## config.mk

```make
export PLATFORM = sky130hd
export DESIGN_NAME = flagdiv_seq
export DESIGN_NICKNAME = d
export VERILOG_FILES = /design/src/rtl/divflag_pkg.sv /design/src/rtl/divflag_prep.sv /design/src/rtl/divflag_core.sv /design/src/rtl/divflag_pack.sv /design/src/rtl/flagdiv_seq.sv
export SDC_FILE = /design/constraint.sdc
export NUM_CORES = 1
export LEC_CHECK = 0
export ABC_AREA = 0
export BUFFER_PORTS_ARGS = -buffer_cell sky130_fd_sc_hd__buf_2
export CORE_MARGIN = 2
export CORE_UTILIZATION = 61
export DETAILED_ROUTE_END_ITERATION = 8
export PLACE_DENSITY = 0.93
export SYNTH_ARGS = -nofsm -noshare
export SYNTH_HDL_FRONTEND = slang
export SYNTH_SLANG_ARGS = --single-unit
export TNS_END_PERCENT = 10
```

## constraint.sdc

```tcl
create_clock -name clk -period 7.4 [get_ports clk]
set_input_delay 1.85 -clock clk [delete_from_list [all_inputs] [get_ports clk]]
set_output_delay 1.85 -clock clk [all_outputs]
set_load 0.02 [all_outputs]
```

## src/rtl/divflag_pkg.sv

```systemverilog
package divflag_pkg;

    typedef enum logic [1:0] {
        FORM_W16  = 2'd0,
        FORM_L32  = 2'd1,
        FORM_Q64  = 2'd2,
        FORM_L32B = 2'd3
    } div_form_e;

    typedef enum logic [1:0] {
        ST_IDLE,
        ST_CALC,
        ST_SETTLE,
        ST_REPORT
    } div_state_e;

endpackage

```

## src/rtl/divflag_prep.sv

```systemverilog
// Operand conditioning: sign extension, magnitudes, zero-divisor detect.
module divflag_prep #(
    parameter int W = 32
) (
    input  logic [1:0]     form_i,
    input  logic           signed_i,
    input  logic [W-1:0]   dvd_hi_i,
    input  logic [W-1:0]   dvd_lo_i,
    input  logic [W-1:0]   dvs_i,
    output logic [2*W-1:0] dvd_aligned_o,
    output logic [W-1:0]   dvs_mag_o,
    output logic           q_neg_o,
    output logic           r_neg_o,
    output logic           wide_o,
    output logic           word_o,
    output logic           dz_o
);
    import divflag_pkg::*;
    localparam int HW = W / 2;

    logic [W-1:0]   dvs_ext;
    logic [2*W-1:0] dvd_full;
    logic [2*W-1:0] dvd_mag;
    logic           dvs_neg;
    logic           dvd_neg;

    always_comb begin
        wide_o = (div_form_e'(form_i) == FORM_Q64);
        word_o = (div_form_e'(form_i) == FORM_W16);

        if (word_o)
            dvs_ext = {{HW{signed_i & dvs_i[HW-1]}}, dvs_i[HW-1:0]};
        else
            dvs_ext = dvs_i;
        dvs_neg   = signed_i & dvs_ext[W-1];
        dvs_mag_o = dvs_neg ? (~dvs_ext + 1'b1) : dvs_ext;
        dz_o      = (dvs_ext == '0);

        if (wide_o)
            dvd_full = {dvd_hi_i, dvd_lo_i};
        else
            dvd_full = {{W{signed_i & dvd_lo_i[W-1]}}, dvd_lo_i};
        dvd_neg = signed_i & dvd_full[2*W-1];
        dvd_mag = dvd_neg ? (~dvd_full + 1'b1) : dvd_full;

        // short forms run only W steps, so their dividend sits in the top half
        dvd_aligned_o = wide_o ? dvd_mag : {dvd_mag[W-1:0], {W{1'b0}}};

        q_neg_o = dvd_neg ^ dvs_neg;
        r_neg_o = dvd_neg;
    end
endmodule

```

## src/rtl/divflag_core.sv

```systemverilog
// Restoring shift/subtract engine, one quotient bit per step.
module divflag_core #(
    parameter int W = 32
) (
    input  logic           clk,
    input  logic           rst_n,
    input  logic           load_i,
    input  logic           step_i,
    input  logic           wide_i,
    input  logic [2*W-1:0] dvd_i,
    input  logic [W-1:0]   dvs_i,
    output logic           last_o,
    output logic [2*W-1:0] quot_o,
    output logic [W-1:0]   rem_o
);
    localparam int CW = $clog2(2 * W);

    logic [2*W-1:0] q_q;
    logic [W-1:0]   r_q;
    logic [W-1:0]   d_q;
    logic [CW-1:0]  cnt_q;
    logic [CW-1:0]  lim_q;

    logic [W:0]     trial;
    logic [W:0]     diff;
    logic           fits;
    logic [W-1:0]   r_next;

    always_comb begin
        trial  = {r_q, q_q[2*W-1]};
        diff   = trial - {1'b0, d_q};
        fits   = (trial >= {1'b0, d_q});
        r_next = fits ? diff[W-1:0] : trial[W-1:0];
    end

    always_ff @(posedge clk or negedge rst_n) begin
        if (!rst_n) begin
            q_q   <= '0;
            r_q   <= '0;
            d_q   <= '0;
            cnt_q <= '0;
            lim_q <= '0;
        end else if (load_i) begin
            q_q   <= dvd_i;
            r_q   <= '0;
            d_q   <= dvs_i;
            cnt_q <= '0;
            lim_q <= wide_i ? CW'(2 * W - 1) : CW'(W - 1);
        end else if (step_i) begin
            q_q   <= {q_q[2*W-2:0], fits};
            r_q   <= r_next;
            cnt_q <= cnt_q + 1'b1;
        end
    end

    assign last_o = (cnt_q == lim_q);
    assign quot_o = q_q;
    assign rem_o  = r_q;
endmodule

```

## src/rtl/divflag_pack.sv

```systemverilog
// Sign application, range test and destination packing.
module divflag_pack #(
    parameter int W = 32
) (
    input  logic           word_i,
    input  logic           signed_i,
    input  logic           q_neg_i,
    input  logic           r_neg_i,
    input  logic [2*W-1:0] qmag_i,
    input  logic [W-1:0]   rmag_i,
    output logic           ovf_o,
    output logic [W-1:0]   res_q_o,
    output logic [W-1:0]   res_r_o,
    output logic           n_o,
    output logic           z_o
);
    localparam int HW = W / 2;

    logic           ovf_half;
    logic           ovf_full;
    logic [2*W-1:0] q_sig;
    logic [W-1:0]   r_sig;

    always_comb begin
        ovf_half = (|qmag_i[2*W-1:HW]) |
                   (signed_i & (q_neg_i ? (qmag_i[HW-1] & (|qmag_i[HW-2:0]))
                                        : qmag_i[HW-1]));
        ovf_full = (|qmag_i[2*W-1:W]) |
                   (signed_i & (q_neg_i ? (qmag_i[W-1] & (|qmag_i[W-2:0]))
                                        : qmag_i[W-1]));
        ovf_o = word_i ? ovf_half : ovf_full;

        q_sig = q_neg_i ? (~qmag_i + 1'b1) : qmag_i;
        r_sig = r_neg_i ? (~rmag_i + 1'b1) : rmag_i;

        if (word_i) begin
            res_q_o = {r_sig[HW-1:0], q_sig[HW-1:0]};
            res_r_o = r_sig;
            n_o     = q_sig[HW-1];
            z_o     = (q_sig[HW-1:0] == '0);
        end else begin
            res_q_o = q_sig[W-1:0];
            res_r_o = r_sig;
            n_o     = q_sig[W-1];
            z_o     = (q_sig[W-1:0] == '0);
        end
    end
endmodule

```

## src/rtl/flagdiv_seq.sv

```systemverilog
module flagdiv_seq #(
    parameter int W = 32
) (
    input  logic         clk,
    input  logic         rst_n,
    input  logic         start_i,
    input  logic [1:0]   form_i,
    input  logic         signed_i,
    input  logic         same_dest_i,
    input  logic [W-1:0] dvd_hi_i,
    input  logic [W-1:0] dvd_lo_i,
    input  logic [W-1:0] dvs_i,
    output logic         busy_o,
    output logic         done_o,
    output logic         dz_trap_o,
    output logic         quo_we_o,
    output logic [W-1:0] quo_val_o,
    output logic         rem_we_o,
    output logic [W-1:0] rem_val_o,
    output logic         flag_n_o,
    output logic         flag_z_o,
    output logic         flag_v_o,
    output logic         flag_c_o
);
    import divflag_pkg::*;

    div_state_e state_q, state_d;

    logic [2*W-1:0] pre_dvd;
    logic [W-1:0]   pre_dvs;
    logic           pre_qneg, pre_rneg, pre_wide, pre_word, pre_dz;
    logic           accept;

    logic           ctx_word, ctx_sgn, ctx_qneg, ctx_rneg, ctx_same;

    logic           core_last;
    logic [2*W-1:0] core_quot;
    logic [W-1:0]   core_rem;

    logic           pk_ovf, pk_n, pk_z;
    logic [W-1:0]   pk_q, pk_r;

    divflag_prep #(.W(W)) prep_i (
        .form_i        (form_i),
        .signed_i      (signed_i),
        .dvd_hi_i      (dvd_hi_i),
        .dvd_lo_i      (dvd_lo_i),
        .dvs_i         (dvs_i),
        .dvd_aligned_o (pre_dvd),
        .dvs_mag_o     (pre_dvs),
        .q_neg_o       (pre_qneg),
        .r_neg_o       (pre_rneg),
        .wide_o        (pre_wide),
        .word_o        (pre_word),
        .dz_o          (pre_dz)
    );

    assign accept = (state_q == ST_IDLE) && start_i && !pre_dz;

    divflag_core #(.W(W)) core_i (
        .clk    (clk),
        .rst_n  (rst_n),
        .load_i (accept),
        .step_i (state_q == ST_CALC),
        .wide_i (pre_wide),
        .dvd_i  (pre_dvd),
        .dvs_i  (pre_dvs),
        .last_o (core_last),
        .quot_o (core_quot),
        .rem_o  (core_rem)
    );

    divflag_pack #(.W(W)) pack_i (
        .word_i   (ctx_word),
        .signed_i (ctx_sgn),
        .q_neg_i  (ctx_qneg),
        .r_neg_i  (ctx_rneg),
        .qmag_i   (core_quot),
        .rmag_i   (core_rem),
        .ovf_o    (pk_ovf),
        .res_q_o  (pk_q),
        .res_r_o  (pk_r),
        .n_o      (pk_n),
        .z_o      (pk_z)
    );

    // next-state logic
    always_comb begin
        state_d = state_q;
        unique case (state_q)
            ST_IDLE:   if (start_i) state_d = pre_dz ? ST_REPORT : ST_CALC;
            ST_CALC:   if (core_last) state_d = ST_SETTLE;
            ST_SETTLE: state_d = ST_REPORT;
            ST_REPORT: state_d = ST_IDLE;
        endcase
    end

    // state register
    always_ff @(posedge clk or negedge rst_n) begin
        if (!rst_n) state_q <= ST_IDLE;
        else        state_q <= state_d;
    end

    // operation context captured at acceptance
    always_ff @(posedge clk or negedge rst_n) begin
        if (!rst_n) begin
            ctx_word <= 1'b0;
            ctx_sgn  <= 1'b0;
            ctx_qneg <= 1'b0;
            ctx_rneg <= 1'b0;
            ctx_same <= 1'b0;
        end else if (accept) begin
            ctx_word <= pre_word;
            ctx_sgn  <= signed_i;
            ctx_qneg <= pre_qneg;
            ctx_rneg <= pre_rneg;
            ctx_same <= same_dest_i;
        end
    end

    // registered outputs
    always_ff @(posedge clk or negedge rst_n) begin
        if (!rst_n) begin
            done_o    <= 1'b0;
            dz_trap_o <= 1'b0;
            quo_we_o  <= 1'b0;
            rem_we_o  <= 1'b0;
            quo_val_o <= '0;
            rem_val_o <= '0;
            flag_n_o  <= 1'b0;
            flag_z_o  <= 1'b0;
            flag_v_o  <= 1'b0;
        end else begin
            done_o    <= 1'b0;
            dz_trap_o <= 1'b0;
            quo_we_o  <= 1'b0;
            rem_we_o  <= 1'b0;
            unique case (state_q)
                ST_IDLE: begin
                    if (start_i && pre_dz) begin
                        done_o    <= 1'b1;
                        dz_trap_o <= 1'b1;
                    end
                end
                ST_SETTLE: begin
                    done_o <= 1'b1;
                    if (pk_ovf) begin
                        flag_v_o <= 1'b1;
                        flag_z_o <= 1'b1;
                    end else begin
                        flag_v_o  <= 1'b0;
                        flag_n_o  <= pk_n;
                        flag_z_o  <= pk_z;
                        quo_we_o  <= 1'b1;
                        quo_val_o <= pk_q;
                        if (!ctx_word) begin
                            rem_val_o <= pk_r;
                            rem_we_o  <= !ctx_same;
                        end
                    end
                end
                default: ;
            endcase
        end
    end

    assign busy_o   = (state_q == ST_CALC) || (state_q == ST_SETTLE);
    assign flag_c_o = 1'b0;

endmodule

```

==> impl_metrics.toml, run 1 <==
[status]
status = "completed"

[pwr]
sw_frac_of_total_pct = 47.2
power_density_nw_per_um2 = 445
p_int_mw = 4.04
pwr-share-clk_pct = 17.3
p_switching_mw = 3.62
combPwrFrac_pct = 55.6
p_leak_nw = 7.65
sequentialPowerShare_pct = 27.1
report.power.total_mw = 7.66
peakVddDrop_v = 0.000272

[timing]
rsz0062_at_grt = "false"
finalMaxSlewViolations = 0
fmax_mhz = 212
hold-worst-slack_ns = 0.473
slew_headroom_pct = 14.4
fin_tns_setup_ns = 0
final.period_utilization_pct = 63.7
worst_pin_slew_ns = 1.28
setup_ws_ns = 2.69
finClkSkew_ns = 0.00921
fin_crit_ns = 4.71
setup_violations = 0
finalHoldViolations = 0

[floorplanning]
start_util_pct = 61.7
num_io_pins = 176
die_area_um2 = 26500
core_area_um2 = 25000
row_count = 58
die_height_um = 163
die_w_um = 163

[drt]
ant_nets = 0
dr.pass1.iters = 6
avgRoutedWirePerCell_um = 19.9
wirelength_um = 45500
drc = 0
via_per_inst = 6.64
dr_total_vias = 15200
drt_iter0_markers = 2266

[logic_synthesis]
netlist.area_leader.share_pct = 34.8
ys_seq_area_share_pct = 34.8
synth-edff-count = 0
syn_inst = 1844
synth.most_common_cell = "dfrtp_1"
synthesis.area_um2 = 15400
yosysUniqueCellTypes = 81
synth_common_cells = "dfrtp_1 (214), o21ai_0 (188), a21oi_1 (172)"
yosysWarningCount = 0
synthTopCellsByArea = "dfrtp_1 (35%), mux2i_1 (6.1%), o21ai_0 (6.1%), xor2_1 (5.7%), a21oi_1 (5.6%)"
yosysTopAreaCell = "dfrtp_1"
synth_ff_type = "dfrtp_1"
ys_seq_elements = 214
syn-num-nets = 1989
async_flop_share_pct = 100
syn_area_per_cell_um2 = 8.36

[critical_path]
cp-start-kind = "flip-flop"
crit_arrival_ns = 5.13
critPathMaxFanout = 32
cp_slowest_stage_delay_ns = 0.93
path_delay_family = "simple AND/OR/NAND/NOR gates"
cp-end-kind = "flip-flop"
cp.required_ns = 7.82
path_class = "reg -> reg"
crit_buf_inv = 1
cp_cell_sequence = "inv_1 -> ha_1 -> nor4b_1 -> nand4_1 -> or4_4 -> a31oi_4 -> a21oi_2 -> nor2b_2 -> mux2_2"
cpMaxStageDelayCell = "nor2b_2"
r2r_slack_ns = 2.69

[final_layout]
syn_to_final_growth_pct = 11.8
utilization_pct = 69.0
final-instance-count-excl-fill = 2285
diodes = 0
drive_above_1_share_pct = 14.0
finalInstanceArea_um2 = 17200
nNetsFinal = 2082

[place]
dp_worst_setup_slack_ns = 2.34
port_buffers = 174
dp_hpwl_um = 32800
place_area_um2 = 16300
dp_cells = 2241
place.gp.congestion = 0.978

[clocking]
cts_sinks = 214
cts_setup_buffers = 0
cts.repair.resized = 0
cts_buffer_depth = 3
hold_buffers = 0
htree_num_levels = 1
cts_buffers = 24
clk-insertion-delay-late_ns = 0.53
clk_pin_slew_worst_paths_ns = 0.07
cts-root-buf = "clkbuf_16"
cts_tree = "done"

[min_path]
hold_class = "reg -> reg"

[global_route]
grt_pass1_vias = 14400
grt_antenna_before_repair = 0
track_usage_pct = 33.6
grt_pass1_wl_um = 72700
grt_max_degree = 114
grt-ovfl-total = 0

[run]
max_cap_violations = 0
==> state kept, by name, summed over array words and instances (netlist names), 2 cells and up <==
| signal | count |
|---|---|
| state_q | 2 |
| core_i.d_q | 32 |
| core_i.lim_q | 2 |
| rem_val_o | 32 |
| core_i.rem_o | 32 |
| core_i.cnt_q | 6 |
| core_i.quot_o | 64 |
| quo_val_o | 32 |
==> final cells by class <==
cell class	count	area, um2
clock inverter	17	246
tap	330	413
clock buffer	27	642
multi-input combinational	1442	9320
fill	1870	7740
inverter	66	248
timing repair buffer	189	1000
sequential	214	5360
==> worst paths after layout <==
| check | from | to | cells past startpoint |
|---|---|---|---|
| setup / recovery | core_i.quot_o[0] | quo_val_o[28] | 9 |
| max in group asynchronous | rst_n | core_i.rem_o[27] | 2 |
| setup reg to reg | core_i.quot_o[0] | quo_val_o[28] | 9 |
| hold reg to reg | ctx_same | rem_we_o | 1 |
| hold / removal | ctx_same | rem_we_o | 1 |
| min in group asynchronous | rst_n | core_i.cnt_q[0] | 1 |
==> per-layer routing <==
metal / global-route usage, % / part of all wire, %
met5: 0 / 0
met4: 12.6 / 3.4
met3: 5.40 / 10
met2: 53.3 / 45
met1: 46.4 / 41
==> worst register-to-register path: stages, from the launching register on <==
cell	delay [ns]
dfrtp_1	0.48
inv_1	0.23
ha_1	0.30
nor4b_1	0.61
nand4_1	0.62
or4_4	0.69
a31oi_4	0.23
a21oi_2	0.08
nor2b_2	0.93
mux2_2	0.43
==> cell usage in the layout (no fill, tap or decap), types with 65 or more instances in the layout <==
cell type    n
o21ai_0    188
xnor2_1     79
dfrtp_1    214
buf_2      173
xor2_1     100
nand2_1    170
a21oi_1    171
inv_1       65
mux2i_1     94
nor2_1     139
==> power groups by stage <==
stage	Sequential [mW]	Clock (mW)	Combinational (mW)
after floorplan	1.80	0	3.31
after global placement	2.02	0	3.92
after detailed placement	2.06	0	4.09
after CTS	2.04	1.33	4.15
after global routing	2.11	1.38	4.64
final	2.08	1.33	4.26
==> cell families (layout without fill, tap and decap cells) <==
family	count (synthesis)	count (layout)	share of synthesized area (%)
AOI/OAI and AO/OA	574	574	22.4
and+or+nand+nor	543	543	17.3
DFF	214	214	34.8
buffers and inverters	188	299	5.11
xor gates and xnor gates	179	179	10.2
muxes	103	103	6.76
adders and majority gates	42	42	3.46
other	1	1	0.0243
Note: power is estimated with default switching activity, not from simulation.
==> run 2: changes to the inputs <==
- CORE_UTILIZATION: 61 -> 60
- PLACE_DENSITY: 0.93 -> 0.92
- clock period: 7.4 -> 4.8 ns (I/O delays scaled with it)
==> impl_metrics.toml, run 2 (synthesis results as in run 1) <==
[critical_path]
cp-end-kind = "flip-flop"
critPathMaxFanout = 19
r2r_slack_ns = 0.95
r2r_start = "core_i.rem_o[4]"
crit_arrival_ns = 4.24
path_class = "reg -> reg"
cp.required_ns = 5.19
cp-startpoint = "core_i.rem_o[4]"
endpoint = "core_i.rem_o[17]"
cp-start-kind = "flip-flop"
rr_endpoint = "core_i.rem_o[17]"
reg2regPathDepth = 10

[global_route]
track_usage_pct = 32.8
grt_pass1_vias = 13900
grt-ovfl-total = 0
grt_max_degree = 110
grt_pass1_wl_um = 71800
grt_antenna_before_repair = 0

[floorplanning]
die_w_um = 164
start_util_pct = 61.2
core_area_um2 = 25200
die_area_um2 = 27000
die_height_um = 164
num_io_pins = 176
row_count = 58

[place]
place.gp.congestion = 0.964
dp_hpwl_um = 32500
port_buffers = 174

[clocking]
hold_buffers = 0
cts_setup_buffers = 0
clk-insertion-delay-late_ns = 0.53
clk_pin_slew_worst_paths_ns = 0.06
cts.repair.resized = 0
cts_buffer_depth = 3
cts-root-buf = "clkbuf_16"
cts_sinks = 214
htree_num_levels = 1
cts_buffers = 24
cts_tree = "done"

[pwr]
p_leak_nw = 7.72
peakVddDrop_v = 0.000501
p_int_mw = 6.29
power_density_nw_per_um2 = 679
pwr-share-clk_pct = 17.3
p_switching_mw = 5.48
combPwrFrac_pct = 55.5
sequentialPowerShare_pct = 27.2
sw_frac_of_total_pct = 46.6

[final_layout]
diodes = 0
largest_reg_flops = 64
layout_commonest_cell = "dfrtp_1"
syn_to_final_growth_pct = 12.4
nNetsFinal = 2094
layout_common_cells = "dfrtp_1 (214), o21ai_0 (188), buf_2 (173)"
fill_cells = 1871
drive_above_1_share_pct = 14.4

[run]
max_cap_violations = 0

[timing]
slew_headroom_pct = 24.6
worst_pin_slew_ns = 1.13
finClkSkew_ns = 0.0128
fin_tns_setup_ns = 0
rsz0062_at_grt = "false"
fmax_mhz = 260
hold-worst-slack_ns = 0.460
finalHoldViolations = 0
finalMaxSlewViolations = 0
fin_crit_ns = 3.85
final.period_utilization_pct = 80.2
setup_violations = 0

[drt]
drt_iter0_markers = 1939
drc = 0
via_per_inst = 6.49
dr.pass1.iters = 6
avgRoutedWirePerCell_um = 19.5
wirelength_um = 44800
ant_nets = 0
dr_total_vias = 14900

[min_path]
hp-start = "ctx_same"
hold_class = "reg -> reg"

[status]
status = "completed"
## run 2: through the flow
| step | utilization, % | power (mW) | cells | setup WS (ns) | cell area [um2] |
|---|---|---|---|---|---|
| global route | 68.8 | 12.5 | 2297 | 0.885 | 17300 |
| global placement | 65.3 | 9.18 | 2253 | 0.796 | 16400 |
| detailed placement | 65.3 | 9.46 | 2253 | 0.692 | 16400 |
| CTS | 68.8 | 11.6 | 2297 | 1.11 | 17300 |
| finish | 68.8 | 11.8 | 2297 | 0.948 | 17300 |
| floorplan | - | 7.87 | 1844 | 1.26 | 15400 |
## run 2: layer usage
layer | up-vias | GRT usage [%] | share of wire (%)
li1 | 6859 | - | -
met1 | 7073 | 46.0 | 42
met2 | 859 | 51.7 | 45
met3 | 111 | 6.04 | 10
met4 | 0 | 9.61 | 2.7
met5 | - | 0 | 0
## run 2: power by group through the flow
stage	Sequential (mW)	Clock (mW)	Combinational, mW
finish	3.20	2.03	6.53
global route	3.27	2.11	7.15
CTS	3.15	2.04	6.38
detailed placement	3.18	0	6.28
global placement	3.13	0	6.06
floorplan	2.77	0	5.10
## run 2: cell type report
cell class                 instances  area, um2  share of cell area, %
multi-input combinational       1442       9320                   53.8
clock buffer                      30        674                   3.89
sequential                       214       5360                   30.9
timing repair buffer             201       1110                   6.39
inverter                          66        248                   1.43
clock inverter                    14        213                   1.23
tap                              330        413                   2.38
## run 2: worst max-delay path: stages, from the launching register on
cell and delay, ns:
dfrtp_1 0.46, ha_1 0.45, a21oi_1 0.13, a211o_1 0.30, a21oi_1 0.37, o31a_1 0.35
a22o_1 0.37, a21o_1 0.62, buf_12 0.27, mux2i_1 0.26, o21ai_0 0.12
## run 2: how the worst min path moves through the flow
stage | to | slack, ns | depth (start not counted)
detailed placement | rem_we_o | 0.46 | 1
global placement | rem_we_o | 0.45 | 1
global route | rem_we_o | 0.47 | 1
finish | rem_we_o | 0.46 | 1
floorplan | rem_we_o | 0.40 | 1
CTS | rem_we_o | 0.46 | 1
==> run 3: changes to the inputs <==
- ABC_AREA: 0 -> 1
- CORE_UTILIZATION: 60 -> 61
- clock period: 4.8 -> 3.8 ns (I/O delays scaled with it)
==> impl_metrics.toml, run 3 <==
[global_route]
grt_max_degree = 89
grt_pass1_wl_um = 89600
grt_pass1_vias = 17000
grt_antenna_before_repair = 2
track_usage_pct = 39.7
grt-ovfl-total = 0

[final_layout]
largest_reg_flops = 64
syn_to_final_growth_pct = 11.4
final-instance-count-excl-fill = 3069
diodes = 0
drive_above_1_share_pct = 10.1
fill_cells = 2386
layout_commonest_cell = "nand2_1"
finalInstanceArea_um2 = 18400
nNetsFinal = 2857
layout_common_cells = "nand2_1 (807), nor2_1 (299), inv_1 (276)"

[logic_synthesis]
synthesis.area_um2 = 16600
ys_seq_area_share_pct = 32.3
synth_ff_type = "dfrtp_1"
synth_common_cells = "nand2_1 (808), nor2_1 (300), inv_1 (276)"
synth.most_common_cell = "nand2_1"
synth_xor_area_share_pct = 6.35
synthTopCellsByArea = "dfrtp_1 (32%), nand2_1 (18%), nand3_1 (7.5%), nor2_1 (6.8%), inv_1 (6.3%)"
synth.mux.area_fraction_pct = 0
netlist.area_leader.share_pct = 32.3
synth-edff-count = 0
async_flop_share_pct = 100
syn-num-nets = 2718
synth_top_family_by_area = "simple AND/OR/NAND/NOR gates"
yosysTopAreaCell = "dfrtp_1"
syn_area_per_cell_um2 = 6.43
ys_seq_elements = 214
yosysWarningCount = 0
yosysUniqueCellTypes = 49
synth_fa_ha_area_share_pct = 3.22
syn_inst = 2573
synth-compound-area-share_pct = 11.6
synthSimpleGateAreaFrac_pct = 37.3

[critical_path]
endpoint = "core_i.rem_o[30]"
r2r_slack_ns = 0.48
cp.required_ns = 4.19
critPathMaxFanout = 4
cp-end-kind = "flip-flop"
path_class = "reg -> reg"
rr_endpoint = "core_i.rem_o[30]"
r2r_start = "core_i.quot_o[63]"
crit_arrival_ns = 3.71
cp-startpoint = "core_i.quot_o[63]"
cp-start-kind = "flip-flop"
reg2regPathDepth = 15

[floorplanning]
num_io_pins = 176
core_area_um2 = 26800
start_util_pct = 61.8
die_area_um2 = 28500
row_count = 60
die_height_um = 169
die_w_um = 169

[drt]
drt_iter0_markers = 2120
via_per_inst = 5.98
dr_total_vias = 18300
wirelength_um = 57100
avgRoutedWirePerCell_um = 18.6
dr.pass1.iters = 6
ant_nets = 0
drc = 0

[timing]
final.period_utilization_pct = 87.4
rsz0062_at_grt = "false"
setup_violations = 0
fin_crit_ns = 3.32
finalMaxSlewViolations = 0
finClkSkew_ns = 0.0178
worst_pin_slew_ns = 0.769
fmax_mhz = 301
slew_headroom_pct = 48.7
fin_tns_setup_ns = 0
finalHoldViolations = 0

[place]
place.gp.congestion = 1.02
place_area_um2 = 17700
port_buffers = 174
dp_hpwl_um = 44800
dp_cells = 3027

[min_path]
hold_class = "in -> async"

[pwr]
peakVddDrop_v = 0.000452
report.power.total_mw = 16.9
power_density_nw_per_um2 = 915
p_leak_nw = 9.62

[clocking]
cts_tree = "done"
clk-insertion-delay-late_ns = 0.52
htree_num_levels = 1
cts_sinks = 214
clk_pin_slew_worst_paths_ns = 0.06
cts_buffer_depth = 3
hold_buffers = 0
cts_setup_buffers = 0
cts-root-buf = "clkbuf_16"
cts_buffers = 24
cts.repair.resized = 0

[run]
max_cap_violations = 0

[status]
status = "completed"
## run 3: routing by layer
layer | GRT usage, % | part of all wire (%) | vias up | wire length (um)
met3 | 5.03 | 8.9 | 201 | 5090
met1 | 53.7 | 41 | 8489 | 23400
met4 | 20.1 | 5.8 | 2 | 3290
met2 | 62.9 | 44 | 1095 | 25300
li1 | - | - | 8555 | -
met5 | 0 | 0.019 | - | 11
## run 3: critical path, stage by stage (launching register included)
cell and delay [ns]:
dfrtp_1 0.39, inv_1 0.09, ha_1 0.18, inv_1 0.09, fa_1 0.22, inv_1 0.04, o21ai_0 0.46, a21boi_0 0.30
o21ai_0 0.64, nand2_1 0.10, nand2_1 0.19, nand2_1 0.09, nand3_1 0.08, nand3_1 0.13, nand3_1 0.12, nand2_1 0.06
## run 3: final cells by class
cell class / count / area, um2 / share of cell area, %
clock buffer: 35 / 693 / 3.76
multi-input combinational: 1983 / 9690 / 52.6
inverter: 284 / 1070 / 5.78
sequential: 214 / 5360 / 29.0
timing repair buffer: 205 / 1160 / 6.30
tap: 341 / 427 / 2.31
clock inverter: 7 / 48.8 / 0.265
## run 3: worst min path at each step
stage	start	depth (start not counted)	end	slack, ns
2_1_floorplan	ctx_same	1	rem_we_o	0.40
3_3_place_gp	core_i.lim_q[4]	2	core_i.lim_q[4]	0.45
3_5_place_dp	quo_val_o[8]	2	quo_val_o[8]	0.47
4_1_cts	quo_val_o[20]	2	quo_val_o[20]	0.48
5_1_grt	quo_val_o[20]	2	quo_val_o[20]	0.49
6_report	rst_n	1	core_i.rem_o[29]	0.48
## run 3: kinds of logic after synthesis
logic type | count (synthesis)
AND/OR/NAND/NOR | 1480
adder cells (fa/ha/maj) | 42
buffers and inverters | 376
other | 1
AO/OA/AOI/OAI | 340
flip-flops | 214
XOR/XNOR | 120
## run 3: stage by stage
| step | util [%] | worst slack [ns] | hold slack [ns] |
|---|---|---|---|
| 2_1_floorplan | - | 1.06 | 0.404 |
| 3_3_place_gp | 66.1 | 0.345 | 0.446 |
| 3_5_place_dp | 66.1 | 0.251 | 0.466 |
| 4_1_cts | 68.8 | 0.596 | 0.479 |
| 5_1_grt | 68.8 | 0.207 | 0.493 |
| 6_report | 68.8 | 0.480 | 0.478 |
## run 3: where the power goes
group          switching, mW  internal, mW
Clock                  0.921          1.27
Combinational           7.23          3.33
Sequential             0.889          3.23
Total                   9.04          7.83
